==> src/rtl/lrd_pkg.sv <==
package lrd_pkg;
  localparam int unsigned IO_PORT_W = 16;
  localparam int unsigned IO_DEC_W  = 10;

  localparam logic [IO_DEC_W-1:0] VGA_IO_A_LO = 10'h3B0;
  localparam logic [IO_DEC_W-1:0] VGA_IO_A_HI = 10'h3BB;
  localparam logic [IO_DEC_W-1:0] VGA_IO_B_LO = 10'h3C0;
  localparam logic [IO_DEC_W-1:0] VGA_IO_B_HI = 10'h3DF;
  localparam logic [IO_DEC_W-1:0] GATED_LO    = 10'h3BC;
  localparam logic [IO_DEC_W-1:0] GATED_HI    = 10'h3BF;

  localparam logic [31:0] VGA_MEM_LO = 32'h000A_0000;
  localparam logic [31:0] VGA_MEM_HI = 32'h000B_FFFF;
  localparam logic [31:0] MDA_MEM_LO = 32'h000B_0000;
  localparam logic [31:0] MDA_MEM_HI = 32'h000B_7FFF;

  localparam int unsigned HEN_BIT  = 7;
  localparam int unsigned MDAP_BIT = 3;

  typedef struct packed {
    logic is_mda;
    logic is_vga;
    logic is_gated;
    logic in_win;
  } lane_class_t;

  typedef struct packed {
    logic claim;
    logic hole;
  } decision_t;

  function automatic logic is_mda_port(input logic [IO_DEC_W-1:0] p);
    case (p)
      10'h3B4, 10'h3B5, 10'h3B8, 10'h3B9, 10'h3BA, 10'h3BF: is_mda_port = 1'b1;
      default: is_mda_port = 1'b0;
    endcase
  endfunction
endpackage

==> src/rtl/lrd_ctl_reg.sv <==
module lrd_ctl_reg
  import lrd_pkg::*;
#(
  parameter int unsigned REG_W = 8
) (
  input  logic             clk,
  input  logic             rst_n,
  input  logic             wr_en,
  input  logic [REG_W-1:0] wr_data,
  input  logic             lock,
  output logic             hen,
  output logic             mdap,
  output logic [REG_W-1:0] rd_data
);
  always_ff @(posedge clk) begin
    if (!rst_n) begin
      hen  <= 1'b0;
      mdap <= 1'b0;
    end else if (wr_en) begin
      mdap <= wr_data[MDAP_BIT];
      if (!lock) hen <= wr_data[HEN_BIT];
    end
  end

  always_comb begin
    rd_data           = '0;
    rd_data[HEN_BIT]  = hen;
    rd_data[MDAP_BIT] = mdap;
  end

  // locked hole enable does not move
  p_hen_locked_r3: assert property (@(posedge clk) disable iff (!rst_n)
    (wr_en && lock) |=> (hen == $past(hen)));

  // mono-present follows every write
  p_mdap_write_r2: assert property (@(posedge clk) disable iff (!rst_n)
    wr_en |=> (mdap == $past(wr_data[MDAP_BIT])));
endmodule

==> src/rtl/lrd_io_lane.sv <==
module lrd_io_lane
  import lrd_pkg::*;
(
  input  logic [IO_PORT_W-1:0] port,
  input  logic [IO_PORT_W-1:0] win_base,
  input  logic [IO_PORT_W-1:0] win_limit,
  output lane_class_t          cls
);
  logic [IO_DEC_W-1:0] p10;

  always_comb begin
    p10          = port[IO_DEC_W-1:0];
    cls.is_mda   = is_mda_port(p10);
    cls.is_vga   = ((p10 >= VGA_IO_A_LO) && (p10 <= VGA_IO_A_HI)) ||
                   ((p10 >= VGA_IO_B_LO) && (p10 <= VGA_IO_B_HI));
    cls.is_gated = (p10 >= GATED_LO) && (p10 <= GATED_HI);
    cls.in_win   = (port >= win_base) && (port <= win_limit);
  end
endmodule

==> src/rtl/lrd_route.sv <==
module lrd_route
  import lrd_pkg::*;
#(
  parameter int unsigned ADDR_W       = 32,
  parameter int unsigned BE_W         = 4,
  parameter int unsigned HOLE_BASE_MB = 15
) (
  input  logic                 is_io,
  input  logic [ADDR_W-1:0]    addr,
  input  logic [BE_W-1:0]      be,
  input  logic                 hen,
  input  logic                 mdap,
  input  logic                 vga_en,
  input  logic                 mae,
  input  logic                 ioae,
  input  logic [IO_PORT_W-1:0] io_base,
  input  logic [IO_PORT_W-1:0] io_limit,
  output decision_t            dec
);
  localparam int unsigned LANE_BITS = (BE_W > 1) ? $clog2(BE_W) : 1;
  localparam logic [ADDR_W-1:0] HOLE_LO = ADDR_W'(64'(HOLE_BASE_MB) << 20);
  localparam logic [ADDR_W-1:0] HOLE_HI = ADDR_W'(64'(HOLE_BASE_MB + 1) << 20);

  lane_class_t    cls [BE_W];
  logic [BE_W-1:0] hit_mda, hit_legacy, gate_fail;

  for (genvar i = 0; i < BE_W; i++) begin : g_lane
    logic [IO_PORT_W-1:0] lane_port;
    if (BE_W > 1) begin : g_multi
      assign lane_port = {addr[IO_PORT_W-1:LANE_BITS], LANE_BITS'(i)};
    end else begin : g_single
      assign lane_port = addr[IO_PORT_W-1:0];
    end
    lrd_io_lane u_lane (
      .port      (lane_port),
      .win_base  (io_base),
      .win_limit (io_limit),
      .cls       (cls[i])
    );
    assign hit_mda[i]    = be[i] && cls[i].is_mda;
    assign hit_legacy[i] = be[i] && (cls[i].is_mda || cls[i].is_vga || cls[i].is_gated);
    assign gate_fail[i]  = be[i] && cls[i].is_gated && !cls[i].in_win;
  end

  logic in_vga_mem, in_mda_mem, in_hole, io_claim, mem_claim;

  always_comb begin
    in_vga_mem = (addr >= ADDR_W'(VGA_MEM_LO)) && (addr <= ADDR_W'(VGA_MEM_HI));
    in_mda_mem = (addr >= ADDR_W'(MDA_MEM_LO)) && (addr <= ADDR_W'(MDA_MEM_HI));
    in_hole    = (addr >= HOLE_LO) && (addr < HOLE_HI);

    mem_claim  = vga_en && mae && in_vga_mem && !(mdap && in_mda_mem);
    io_claim   = vga_en && ioae && (|hit_legacy) && !(mdap && (|hit_mda)) &&
                 !(|gate_fail);

    dec.claim  = is_io ? io_claim : mem_claim;
    dec.hole   = !is_io && hen && in_hole;
  end
endmodule

==> src/rtl/lrd_top.sv <==
module lrd_top
  import lrd_pkg::*;
#(
  parameter int unsigned ADDR_W       = 32,
  parameter int unsigned BE_W         = 4,
  parameter int unsigned REG_W        = 8,
  parameter int unsigned HOLE_BASE_MB = 15
) (
  input  logic                 clk,
  input  logic                 rst_n,
  input  logic                 cfg_wr_en,
  input  logic [REG_W-1:0]     cfg_wr_data,
  input  logic                 hen_lock,
  output logic [REG_W-1:0]     cfg_rd_data,
  output logic                 cfg_err,
  input  logic                 vga_en,
  input  logic                 mem_access_en,
  input  logic                 io_access_en,
  input  logic [IO_PORT_W-1:0] io_base,
  input  logic [IO_PORT_W-1:0] io_limit,
  input  logic                 txn_valid,
  output logic                 txn_ready,
  input  logic                 txn_is_io,
  input  logic [ADDR_W-1:0]    txn_addr,
  input  logic [BE_W-1:0]      txn_be,
  output logic                 dec_valid,
  input  logic                 dec_ready,
  output logic                 dec_claim,
  output logic                 dec_hole
);
  logic      hen, mdap;
  decision_t next_dec;

  lrd_ctl_reg #(.REG_W(REG_W)) u_reg (
    .clk     (clk),
    .rst_n   (rst_n),
    .wr_en   (cfg_wr_en),
    .wr_data (cfg_wr_data),
    .lock    (hen_lock),
    .hen     (hen),
    .mdap    (mdap),
    .rd_data (cfg_rd_data)
  );

  lrd_route #(
    .ADDR_W       (ADDR_W),
    .BE_W         (BE_W),
    .HOLE_BASE_MB (HOLE_BASE_MB)
  ) u_route (
    .is_io    (txn_is_io),
    .addr     (txn_addr),
    .be       (txn_be),
    .hen      (hen),
    .mdap     (mdap),
    .vga_en   (vga_en),
    .mae      (mem_access_en),
    .ioae     (io_access_en),
    .io_base  (io_base),
    .io_limit (io_limit),
    .dec      (next_dec)
  );

  assign cfg_err   = mdap && !vga_en;
  assign txn_ready = !dec_valid || dec_ready;

  always_ff @(posedge clk) begin
    if (!rst_n) begin
      dec_valid <= 1'b0;
      dec_claim <= 1'b0;
      dec_hole  <= 1'b0;
    end else if (txn_ready) begin
      dec_valid <= txn_valid;
      dec_claim <= txn_valid && next_dec.claim;
      dec_hole  <= txn_valid && next_dec.hole;
    end
  end

  // stalled decision holds
  p_stall_hold_r12: assert property (@(posedge clk) disable iff (!rst_n)
    (dec_valid && !dec_ready) |=> (dec_valid && $stable(dec_claim) && $stable(dec_hole)));

  // I/O claim needs I/O access enable
  p_ioae_gate_r11: assert property (@(posedge clk) disable iff (!rst_n)
    (txn_valid && txn_ready && txn_is_io && !io_access_en) |=> !dec_claim);

  // I/O never flags the hole
  p_io_no_hole_r4: assert property (@(posedge clk) disable iff (!rst_n)
    (txn_valid && txn_ready && txn_is_io) |=> !dec_hole);

  // illegal combination claims nothing
  p_illegal_noclaim_r10: assert property (@(posedge clk) disable iff (!rst_n)
    (txn_valid && txn_ready && cfg_err) |=> !dec_claim);
endmodule

==> config.mk <==
export PLATFORM = sky130hd
export DESIGN_NAME = lrd_top
export DESIGN_NICKNAME = d
export VERILOG_FILES = /design/src/rtl/lrd_pkg.sv /design/src/rtl/lrd_ctl_reg.sv /design/src/rtl/lrd_io_lane.sv /design/src/rtl/lrd_route.sv /design/src/rtl/lrd_top.sv
export SDC_FILE = /design/constraint.sdc
export NUM_CORES = 1
export LEC_CHECK = 0
export CELL_PAD_IN_SITES_DETAIL_PLACEMENT = 2
export CELL_PAD_IN_SITES_GLOBAL_PLACEMENT = 2
export CORE_MARGIN = 2
export CORE_UTILIZATION = 25
export CTS_BUF_LIST = sky130_fd_sc_hd__clkbuf_16
export CTS_CLUSTER_DIAMETER = 150
export DETAILED_ROUTE_END_ITERATION = 6
export GPL_TIMING_DRIVEN = 0
export PLACE_DENSITY_LB_ADDON = 0.1
export SYNTH_ARGS = -nofsm -noshare
export SYNTH_HDL_FRONTEND = slang
export SYNTH_HIERARCHICAL = 1
export SYNTH_SLANG_ARGS = --single-unit
==> constraint.sdc <==
create_clock -name clk -period 2.3 [get_ports clk]
set_input_delay 0.46 -clock clk [delete_from_list [all_inputs] [get_ports clk]]
set_output_delay 0.46 -clock clk [all_outputs]
set_load 0.05 [all_outputs]
==> results.md, run 1 <==
* Slew @ Worst Pin at roughly 0.50 ns
* RSZ-0062 raised after global routing: yes
* Cell Area, Placed at around 5100 µm²
* Vias in the first global route at around 4800
* DR vias at about 4300
* Core footprint at 15200 µm²
* Detail Placement HPWL at approximately 12 mm
* Failing checks: setup timing
* Gpl congestion at approximately 0.81
* Slew Limit Headroom at 66.4%
* Crit start category: input pin
* CTS root buf: clkbuf_16
* F_max at a little over 0.4 GHz
* CTS buffer count at 3
* # rows at 45
* EDFF count, synth at 0
* DRC viols at 0
* Compound-Gate Fraction of Synth Area at between 10% and 20%
* Sink Count at 5
* Mux cell area share after synthesis at less than 1%
* Async set or reset register ratio after synthesis at 0%
* Clk_skew at between 0.001 and 0.0015 ns
* Yosys warning total at 6
* Fin nets at roughly 900
* Die height at 129 µm
* Initial Utilization at between 20% and 30%
* Tmin final at between 2 and 2.5 ns
* Worst Path Max Fanout at 4
* Worst hold slack at 0.448 ns
* Finished Core Util at 38.0%
* Yosys cell types at 41
* Max-cap viol count at 0
* Hold Fails Final Rpt at 0
* Largest net degree at the start of global routing at 21
* Met3 WL at 477 µm
* Gr ovfl total at 0
* # port buffers at 84
* Initial drt markers at 99
* Die Area at around 17000 µm²
* DR pass1 iterations at 4
* Avg Cell Area, Syn at between 6 and 7 µm²
* Simple-Gate Fraction of Synth Area at 20.9%
* Synth Instances at around 560
* Seq/Total Area, Yosys at roughly 2.6%
* Synth Area in XOR/XNOR at less than 1%
* Fraction of layout cells with a size suffix above 1 at about 22%
* Area delta synth->final at 48.0%
* Worst setup margin at -0.171 ns
* Post-synthesis register bit count at 5
* Main synth FF type: dfxtp_1
* Post-DR wirelength/cell at 17.4 µm
* Clock tree from TritonCTS: done
* Diode count at 0
* DRT Wirelength at ~15 mm
* Worst-path clk slew at 0.03 ns
* Final Setup Violations at 1
* Vias per cell at between 4 and 5
* Post-Syn Area at slightly below 4000 µm²
* CP Data Arrival Time at approximately 2.6 ns
* Crit path capture type: flop
* H-tree depth at 1
* Leakage power at 0.00291 µW
* Number of routed nets with antenna violations at 0
* First-pass GRT wire length at between 20 and 25 mm
* Period utilization at 107%
* Total GRT Usage at 18.4%
* Initial antenna violation count at 0
* Setup CP Type: input pin to flop
* Worst-skew pair later-pin latency at roughly 0.23 ns
* Design Area, Final at between 5000 and 6000 µm²
* Die Width at between 100 and 150 µm
* Adder-cell area share of the yosys netlist at 41.1%
* Bufs on Longest Clock Path at 2
* Final Max Tran Viols at 0
* Outcome: finished with violations
* Max VDD drop at 267 µV
* Flop2flop setup slack at ~0.93 ns
* Pwr Density at 244 nW/µm²
* Metal2 WL at 7.64 mm
* Worst Hold Class: flop to flop
* WP data required at between 2 and 2.5 ns
* Top Metal Used: met4
* Largest family of logic cells by synthesized area: adder cells
* Top-Level Pins at between 90 and 100
* M1 WL at about 7 mm
-- synth_stat cells (all sizes together), types with 5 or more instances --
master | n | area (µm²)
buf | 8 | 60.1
nor2 | 18 | 67.6
nor2b | 15 | 101
nor4 | 9 | 56.3
nor3b | 8 | 60.1
nand2 | 45 | 169
nand4 | 23 | 144
dfxtp | 5 | 100
a21boi | 6 | 45.0
a21oi | 45 | 240
o21ai | 29 | 145
a211oi | 8 | 60.1
nor3 | 8 | 45.0
nand3 | 20 | 100
ha | 128 | 1600
inv | 133 | 499
-- state kept, by name, summed over array words and instances (netlist names) --
| signal | cells |
|---|---|
| dec_valid | 1 |
| dec_claim | 1 |
| u_reg/hen | 1 |
| dec_hole | 1 |
| u_reg/mdap | 1 |
-- kinds of logic (layout without fill, tap and decap cells) --
group | count (synthesis) | after routing
AO/OA/AOI/OAI | 118 | 118
other | 3 | 30
AND/OR/NAND/NOR | 157 | 157
adder cells (fa/ha/maj) | 128 | 128
XOR/XNOR | 4 | 4
multiplexers | 2 | 2
buffers and inverters | 141 | 238
flip-flops | 5 | 5
-- path summary, 6_finish.rpt --
| kind | startpoint | end | cells after the start |
|---|---|---|---|
| hold / removal | dec_claim$_SDFFE_PN0P_ | dec_claim$_SDFFE_PN0P_ | 2 |
| setup / recovery | io_base[0] | dec_claim$_SDFFE_PN0P_ | 12 |
| hold reg to reg | dec_claim$_SDFFE_PN0P_ | dec_claim$_SDFFE_PN0P_ | 2 |
| setup reg to reg | u_reg/mdap$_SDFFE_PN0P_ | dec_claim$_SDFFE_PN0P_ | 6 |
-- critical path, cell delays in order --
cell	delay (ns)
clkdlybuf4s15_2	0.24
ha_1	0.24
nor3b_1	0.23
o21ai_0	0.16
a21oi_2	0.25
nor4_2	0.08
o32a_2	0.43
o22ai_1	0.15
nor3_2	0.08
o2bb2ai_2	0.12
nand3_1	0.09
a21boi_1	0.06
-- metal layers --
| layer | up-vias | GRT usage [%] |
|---|---|---|
| li1 | 2161 | - |
| met1 | 2095 | 23.4 |
| met2 | 74 | 35.2 |
| met3 | 6 | 1.29 |
| met4 | 0 | 1.66 |
| met5 | - | 0 |
-- area by class of cell --
cell class | count | area [µm²]
sequential | 5 | 100
clock buffer | 3 | 75.1
tap | 188 | 235
clock inverter | 1 | 3.75
multi-input combinational | 439 | 3860
timing repair buffer | 93 | 933
fill | 1759 | 9430
inverter | 133 | 507
buffer | 8 | 60.1
-- cells in the final DEF, fill, tap and decap left out, types with 6 or more instances in the layout --
| cell | count |
|---|---|
| a211oi_2 | 8 |
| a21oi_1 | 27 |
| a21oi_2 | 18 |
| buf_2 | 8 |
| buf_4 | 21 |
| buf_6 | 6 |
| clkdlybuf4s15_2 | 10 |
| clkdlybuf4s50_1 | 36 |
| conb_1 | 30 |
| dlygate4sd2_1 | 6 |
| ha_1 | 103 |
| ha_4 | 24 |
| inv_1 | 125 |
| inv_2 | 6 |
| nand2_1 | 42 |
| nand3_1 | 19 |
| nand4_1 | 23 |
| nor2_1 | 18 |
| nor2b_1 | 14 |
| nor3b_1 | 8 |
| nor4_2 | 6 |
| o21ai_0 | 15 |
| o21ai_1 | 9 |
-- report_power, final --
| group | internal, µW | switching (µW) | leakage, µW |
|---|---|---|---|
| combinational | 464 | 568 | 0.00283 |
| clock | 225 | 59.1 | 0.0000423 |
| sequential | 90.5 | 3.02 | 0.0000409 |
| total | 779 | 630 | 0.00291 |
-- through the flow --
step | setup WS (ns) | setup TNS [ns] | total power, µW | cells
3_5_place_dp | -1.60 | -1.69 | 982 | 857
3_3_place_gp | -1.51 | -1.55 | 930 | 857
5_1_grt | -0.276 | -0.276 | 1550 | 870
6_report | -0.171 | -0.171 | 1410 | 870
2_1_floorplan | 0.00110 | 0 | 575 | 585
4_1_cts | -0.203 | -0.203 | 1350 | 868
-- timing repair --
action,in CTS,in global routing
pin swaps,35,27
setup buffers,6,2
hold endpoints to repair,0,0
hold buffers,0,0
gates resized for setup,255,52
setup endpoints to repair,3,1
cloned,1,0
(Power assumes the default switching activity.)
==> inputs of run 2 (changes only) <==
Settings changed: CTS_BUF_LIST sky130_fd_sc_hd__clkbuf_16 to unset.
==> results.md, run 2 (synthesized netlist as in run 1, its figures left out) <==
* Outcome: finished with violations
* Failing checks: setup timing
* Slew Limit Headroom at 66.4% (unchanged)
* Worst-skew pair later-pin latency at 0.23 ns (about the same)
* Detail Placement HPWL at 12.3 mm (unchanged)
* Pwr Density at 245 nW/µm² (+0.28%)
* Worst-path clk slew at 0.03 ns (about the same)
* Worst Hold Path EP: dec_claim$_SDFFE_PN0P_
* Final Max Tran Viols at 0 (unchanged)
* Number of routed nets with antenna violations at 0 (unchanged)
* Gr ovfl total at 0 (unchanged)
* Most common cell after layout, fill and taps aside: inv_1
* Cell chain of the critical path: clkdlybuf4s15_2 > ha_1 > nor3b_1 > o21ai_0 > a21oi_2 > nor4_2 > o32a_2 > o22ai_1 > nor3_2 > o2bb2ai_2 > nand3_1 > a21boi_1
* Fin nets at 897 (unchanged)
* CP Data Arrival Time at 2.59 ns (about the same)
* Pre-CTS setup slack at -1.60 ns (unchanged)
* Fraction of layout cells with a size suffix above 1 at 22.0% (unchanged)
* F_max at 0.405 GHz (unchanged)
* CTS root buf: clkbuf_16
* Diode count at 0 (unchanged)
* Period utilization at 107% (unchanged)
* Final Setup Violations at 1 (unchanged)
* DR pass1 iterations at 4 (unchanged)
* Max incr delay on CP at 0.43 ns (about the same)
* Slew @ Worst Pin at 0.503 ns (-0.000000894 ns)
* Die height at 129 µm (unchanged)
* Initial Utilization at 25.7% (unchanged)
* Max-cap viol count at 0 (unchanged)
* # rows at 45 (unchanged)
* WP buf/inv at 1 (unchanged)
* WP data required at 2.42 ns (about the same)
* Fillcell total at 1759 (unchanged)
* Commonest cells after routing, fill and taps aside: inv_1 (124), ha_1 (103), nand2_1 (42)
* DRT Wirelength at 15.1 mm (about the same)
* Hold Fails Final Rpt at 0 (unchanged)
* Bufs on Longest Clock Path at 2 (unchanged)
* Initial antenna violation count at 0 (unchanged)
* Die Area at 16600 µm² (unchanged)
* Tmin final at 2.47 ns (unchanged)
* Area delta synth->final at 48.0% (unchanged)
* Leakage power at 0.00291 µW (-0.14%)
* HP Start: dec_claim$_SDFFE_PN0P_
* Top-Level Pins at 99 (unchanged)
* Max VDD drop at 270 µV (+0.89%)
* Crit start category: input pin
* First-pass GRT wire length at 24.4 mm (unchanged)
* H-tree depth at 1 (unchanged)
* Worst path top cell family by delay: compound AO/OA/AOI/OAI gates
* Worst Path Max Fanout at 4 (unchanged)
* Slowest CP cell: o32a_2
* Initial drt markers at 99 (unchanged)
* Sink Count at 5 (unchanged)
* Clock tree from TritonCTS: done
* Reg2Reg Depth at 6 (unchanged)
* Largest net degree at the start of global routing at 21 (unchanged)
* Worst R2R End: dec_claim$_SDFFE_PN0P_
* CTS buffer count at 3 (unchanged)
* Worst Hold Depth at 2 (unchanged)
* Vias per cell at 4.99 (about the same)
* Post-DR wirelength/cell at 17.4 µm (about the same)
* Clk_skew at 0.00165 ns (+0.000406 ns)
* Setup CP Type: input pin to flop
* Total GRT Usage at 18.4% (unchanged)
* DRC viols at 0 (unchanged)
* Flop2flop setup slack at 0.93 ns (about the same)
* Worst Hold Class: flop to flop
* Die Width at 129 µm (unchanged)
* Total power at 1410 µW (+0.28%)
* DR vias at 4337 (+0.023%)
* Vias in the first global route at 4771 (unchanged)
* # port buffers at 84 (unchanged)
* RR Startpoint: u_reg/mdap$_SDFFE_PN0P_
* Worst setup margin at -0.171 ns (unchanged)
* Gpl congestion at 0.811 (unchanged)
* RSZ-0062 raised after global routing: yes
* Core footprint at 15200 µm² (unchanged)
* Crit path capture type: flop
==> run 2: metal layers <==
metal	up-vias	track usage (%)	part of all wire, %
met4	0	1.66	0.68
met3	6	1.29	3.2
met5	-	0	0
met2	74	35.2	50
met1	2096	23.4	46
li1	2161	-	-
==> run 2: worst max path at each step <==
stage	from	to	slack, ns	depth (start not counted)
after floorplan	io_limit[7]	dec_claim$_SDFFE_PN0P_	0.001	13
after global placement	txn_addr[5]	dec_claim$_SDFFE_PN0P_	-1.51	12
after detailed placement	txn_addr[5]	dec_claim$_SDFFE_PN0P_	-1.60	12
after CTS	io_limit[7]	dec_claim$_SDFFE_PN0P_	-0.20	14
after global routing	txn_addr[5]	dec_claim$_SDFFE_PN0P_	-0.28	12
final	io_base[0]	dec_claim$_SDFFE_PN0P_	-0.17	12
==> run 2: worst reg2reg max path: stages, from the launching register on <==
cell	delay [ns]
dfxtp_1	0.36
nand2_1	0.10
o21ai_1	0.06
or4_1	0.41
o2bb2ai_2	0.15
nand3_1	0.10
a21boi_1	0.14
==> run 2: per-stage QoR <==
stage	setup TNS, ns	std cells	utilization [%]	hold slack (ns)	area, µm²
4_1_cts	-0.203	868	36.3	0.455	5510
5_1_grt	-0.276	870	38.0	0.495	5770
3_5_place_dp	-1.69	857	33.6	0.450	5110
6_report	-0.171	870	38.0	0.448	5770
3_3_place_gp	-1.55	857	33.6	0.441	5110
2_1_floorplan	0	585	-	0.448	4030
==> run 2: timing repair <==
item,CTS,global route
endpoints found under the setup margin,3,1
buffers inserted,6,2
cloned,1,0
hold buffers,0,0
pin swaps,35,27
gates resized for setup,255,52
==> run 2: final cells by class <==
type,count,area [µm²],share of cell area (%)
buffer,8,60.1,1.04
sequential,5,100,1.73
multi-input combinational,439,3860,66.8
clock buffer,4,78.8,1.37
inverter,133,507,8.78
tap,188,235,4.07
timing repair buffer,93,933,16.2
==> run 2: report_power, final <==
group / leakage [µW] / internal (µW) / switching [µW]
Clock: 0.0000382 / 230 / 58.5
Sequential: 0.0000409 / 90.5 / 3.02
Combinational: 0.00283 / 464 / 568
Total: 0.00291 / 784 / 629
